**src/rtl/prbs16_pkg.sv**
```systemverilog
package prbs16_pkg;
    localparam int          GEN_W     = 16;
    localparam logic [15:0] GEN_SEED  = 16'h0001;
    // feedback stages 0, 1, 3 and 12
    localparam logic [15:0] GEN_TAPS  = 16'h100B;
    localparam int          GEN_SYNC  = 2;
endpackage

```
**src/rtl/bitclk_fall_det.sv**
```systemverilog
module bitclk_fall_det #(
    parameter int SYNC_STAGES = 2
) (
    input  logic clk,
    input  logic rst,
    input  logic async_in,
    output logic fall_pulse
);
    localparam int LAST = SYNC_STAGES - 1;

    typedef struct packed {
        logic [SYNC_STAGES-1:0] sync;
        logic                   prev;
    } det_regs_t;

    det_regs_t det_d, det_q;

    always_comb begin
        det_d      = det_q;
        det_d.sync = {det_q.sync[SYNC_STAGES-2:0], async_in};
        det_d.prev = det_q.sync[LAST];
    end

    always_ff @(posedge clk) begin
        if (rst) begin
            det_q <= '0;
        end else begin
            det_q <= det_d;
        end
    end

    assign fall_pulse = det_q.prev & ~det_q.sync[LAST];
endmodule

```
**src/rtl/lfsr_next.sv**
```systemverilog
module lfsr_next #(
    parameter int               WIDTH = 16,
    parameter logic [WIDTH-1:0] TAPS  = 16'h100B
) (
    input  logic [WIDTH-1:0] cur,
    output logic [WIDTH-1:0] nxt
);
    genvar gi;
    generate
        for (gi = 0; gi < WIDTH - 1; gi++) begin : g_shift
            assign nxt[gi] = cur[gi+1];
        end
    endgenerate

    assign nxt[WIDTH-1] = ^(cur & TAPS);
endmodule

```
**src/rtl/prbs16_gen.sv**
```systemverilog
module prbs16_gen #(
    parameter int               WIDTH       = prbs16_pkg::GEN_W,
    parameter logic [WIDTH-1:0] SEED        = prbs16_pkg::GEN_SEED,
    parameter logic [WIDTH-1:0] TAPS        = prbs16_pkg::GEN_TAPS,
    parameter int               SYNC_STAGES = prbs16_pkg::GEN_SYNC
) (
    input  logic             clk,
    input  logic             rst,
    input  logic             bit_clk_in,
    output logic             data_out,
    output logic [WIDTH-1:0] state_out
);
    typedef struct packed {
        logic [WIDTH-1:0] stages;
        logic             dout;
    } gen_regs_t;

    localparam gen_regs_t RESET_VAL = '{stages: SEED, dout: SEED[0]};

    gen_regs_t        gen_d, gen_q;
    logic             step_en;
    logic [WIDTH-1:0] stepped;

    bitclk_fall_det #(
        .SYNC_STAGES (SYNC_STAGES)
    ) u_det (
        .clk        (clk),
        .rst        (rst),
        .async_in   (bit_clk_in),
        .fall_pulse (step_en)
    );

    lfsr_next #(
        .WIDTH (WIDTH),
        .TAPS  (TAPS)
    ) u_next (
        .cur (gen_q.stages),
        .nxt (stepped)
    );

    always_comb begin
        gen_d = gen_q;
        if (step_en) begin
            gen_d.stages = stepped;
            gen_d.dout   = stepped[0];
        end
    end

    always_ff @(posedge clk) begin
        if (rst) begin
            gen_q <= RESET_VAL;
        end else begin
            gen_q <= gen_d;
        end
    end

    assign data_out  = gen_q.dout;
    assign state_out = gen_q.stages;
endmodule

```
**config.mk**
```make
export PLATFORM = sky130hd
export DESIGN_NAME = prbs16_gen
export DESIGN_NICKNAME = d
export VERILOG_FILES = /design/src/rtl/prbs16_pkg.sv /design/src/rtl/bitclk_fall_det.sv /design/src/rtl/lfsr_next.sv /design/src/rtl/prbs16_gen.sv
export SDC_FILE = /design/constraint.sdc
export NUM_CORES = 1
export LEC_CHECK = 0
export ABC_AREA = 0
export CAP_MARGIN = 20
export CORE_MARGIN = 5
export CORE_UTILIZATION = 50
export CTS_CLUSTER_DIAMETER = 80
export DETAILED_ROUTE_END_ITERATION = 8
export PLACE_DENSITY = 0.81
export SYNTH_ARGS = -nofsm -noshare
export SYNTH_HDL_FRONTEND = slang
export SYNTH_HIERARCHICAL = 1
export SYNTH_SLANG_ARGS = --single-unit
```
**constraint.sdc**
```tcl
create_clock -name clk -period 1.7 [get_ports clk]
set_input_delay 0.34 -clock clk [delete_from_list [all_inputs] [get_ports clk]]
set_output_delay 0.34 -clock clk [all_outputs]
set_load 0.01 [all_outputs]
```
==> reports/metrics.cfg <==
[drt]
wirelength_mm=1.21
viasPerCell=4.62
dr.pass1.iters=2
vias=457
drt_iter0_drc=3
ant_nets=0
drc=0
wl_per_cell_um=12.2

[logic_synthesis]
yosysTopAreaCell=dfxtp_1
synthXorXnorAreaFrac_pct=3.22
syn_avg_cell_area_um2=10.5
synth_top_family_by_area=buffers and inverters
syn-num-nets=81
synthSimpleGateAreaFrac_pct=11.0
syn_area_um2=816
synth_mux_area_share_pct=18.4
synthCells=78
ys_ff_latch=19
ys_seq_area_share_pct=46.6
synth_fa_ha_area_share_pct=0
ys_types=13
yosys-top-cells-area=dfxtp_1 (47%), mux2i_1 (18%), buf_4 (15%)
synth_top_area_share_pct=46.6
synth_warnings=6
synth-compound-area-share_pct=1.07

[clock_tree]
root_buffer=clkbuf_4
post_cts_buffers=0
ctsLongestPathBuffers=2
cts_resized=0
tritoncts=built
hold_buffers=0
h-tree-depth=1
path_clk_slew_ns=0.11
clk_latency_ns=0.29
cts_sinks=19
cts_buffers=3

[worst_setup_path]
regToRegStartpoint=u_det/det_d[0]
cp_top_family=buffers and inverters
critPathKind=flip-flop to output port
slowest_delay_ns=0.56
crit_path_top_delay_cell=clkdlybuf4s50_1
cp-start-kind=flip-flop
worstPathCellList=clkdlybuf4s50_1
cp-startpoint=state_out[1]
ff2ff_path_depth=3
r2r-end=state_out[0]
endpoint_kind=output port
path_buf_inv=1
cp_data_arrival_time_ns=1.27
reg2reg_slack_ns=0.45
crit_required_ns=1.36
crit_fanout=4

[grt]
grt_pass1_wl_mm=2.01
antenna_found_initial=0
met1_usage_pct=13.4
overflow=0
met2_usage_pct=14.9
grt_max_degree=18
grt_use_total_pct=9.86
grt_pass1_vias=438
use_met3_pct=1.78
busiest_layer=met2

[final_layout]
finalNonFillerCells=99
stdcell_area_um2=908
fillers=137
n_antenna_cell=0
layout.nets=87
syn_to_final_growth_pct=11.3
drive_above_1_share_pct=8.43

[sta]
tns_ns=0
worst_slew_pin_slew_ns=0.468
rsz0062_at_grt=false
setup_viol=0
fin_crit_sh_pct=94.6
max-slew-margin-rel_pct=68.8
drv_slew=0
hold_viol_final=0
skew_ns=0.00411
fmax_ghz=0.622
min_period_ns=1.61

[power_and_ir_drop]
powerDensity_nw_per_um2=787
leakagePower_nw=0.326
p_total_mw=0.715
worst_ir_drop_vdd_mv=0.457

[floorplanning]
die_w_um=50.4
core_um2=1520
rows=14
fp.dieH_um=50.4
io_pins=20
fp.dieArea_um2=2540
start_util_pct=53.5

[worst_hold_path]
whs_endpoint=u_det/det_d[0]
hp-start=u_det/det_d[2]
min_path_type=flip-flop to flip-flop
min_path_cells=1

[place]
placed_cell_area_um2=881
place_hpwl_um=872
gp_congestion=0.708
placedCellCount=95
io_buffers=19

[flow_run]
max-cap-violations=0

[run_status]
status=finished, final reports clean

[Yosys cell counts]
master     n
and2b_2    1
clkbuf_1   1
mux2i_1   15
dfxtp_1   19
a211o_1    1
buf_6      1
buf_4     16
buf_2      1
xnor2_1    2
xor2_1     1
buf_12     1
nor2_1    15
nor2b_1    4
[worst max path at each step]
| stage | cells after the start | endpoint | slack, ns |
|---|---|---|---|
| 3_3_place_gp | 1 | state_out[1] | 0.44 |
| 3_5_place_dp | 1 | state_out[1] | 0.42 |
| 6_report | 1 | state_out[1] | 0.09 |
| 4_1_cts | 1 | state_out[1] | 0.09 |
| 5_1_grt | 1 | state_out[1] | 0.05 |
| 2_1_floorplan | 4 | state_out[0] | 0.57 |
[report_power, final]
part | internal (mW) | leakage (nW) | switching [mW]
Clock | 0.0874 | 0.0177 | 0.141
Combinational | 0.0190 | 0.155 | 0.0164
Sequential | 0.450 | 0.154 | 0.00207
Total | 0.556 | 0.326 | 0.159
[worst register-to-register path, stage by stage, from the launching register on]
cell,delay (ns)
dfxtp_1,0.32
and2b_2,0.51
nor2b_1,0.09
a211o_1,0.23
[area by class of cell]
cell class / instances / area [um^2] / area share, %
multi-input combinational: 39 / 275 / 30.3
sequential: 19 / 380 / 41.9
clock buffer: 3 / 22.5 / 2.48
timing repair buffer: 21 / 205 / 22.6
clock inverter: 1 / 5.00 / 0.551
tap: 16 / 20.0 / 2.20
[sequential cells by signal, summed over array words and instances, names as in the netlist]
| register | flops |
|---|---|
| state_out | 16 |
| u_det/det_q | 1 |
| u_det/det_d | 2 |
[metrics by stage]
stage	setup slack (ns)	utilization (%)	hold WS, ns
final	0.0917	59.6	0.450
after global routing	0.0487	59.6	0.471
after CTS	0.0860	59.6	0.454
after detailed placement	0.417	57.8	0.427
after global placement	0.441	57.8	0.417
after floorplan	0.570	-	0.412
[routing by layer]
layer / part of all wire (%) / up-vias
met2: 45 / 9
met5: 0 / -
met3: 4.2 / 2
met4: 1.2 / 0
met1: 49 / 205
li1: - / 241
[cell families after synthesis]
logic type / Yosys count
AO/OA/AOI/OAI: 1
XOR/XNOR: 3
buffers and inverters: 20
flip-flops: 19
multiplexers: 15
AND/OR/NAND/NOR: 20
[cell usage in the layout (no fill, tap or decap)]
master / instances
mux2i_1: 15
a211o_1: 1
clkinv_2: 1
and2b_2: 1
buf_4: 2
clkbuf_4: 3
dfxtp_1: 19
clkdlybuf4s50_1: 19
nor2_1: 15
nor2b_1: 4
xnor2_1: 2
xor2_1: 1
Note: power is estimated with default switching activity, not from simulation.
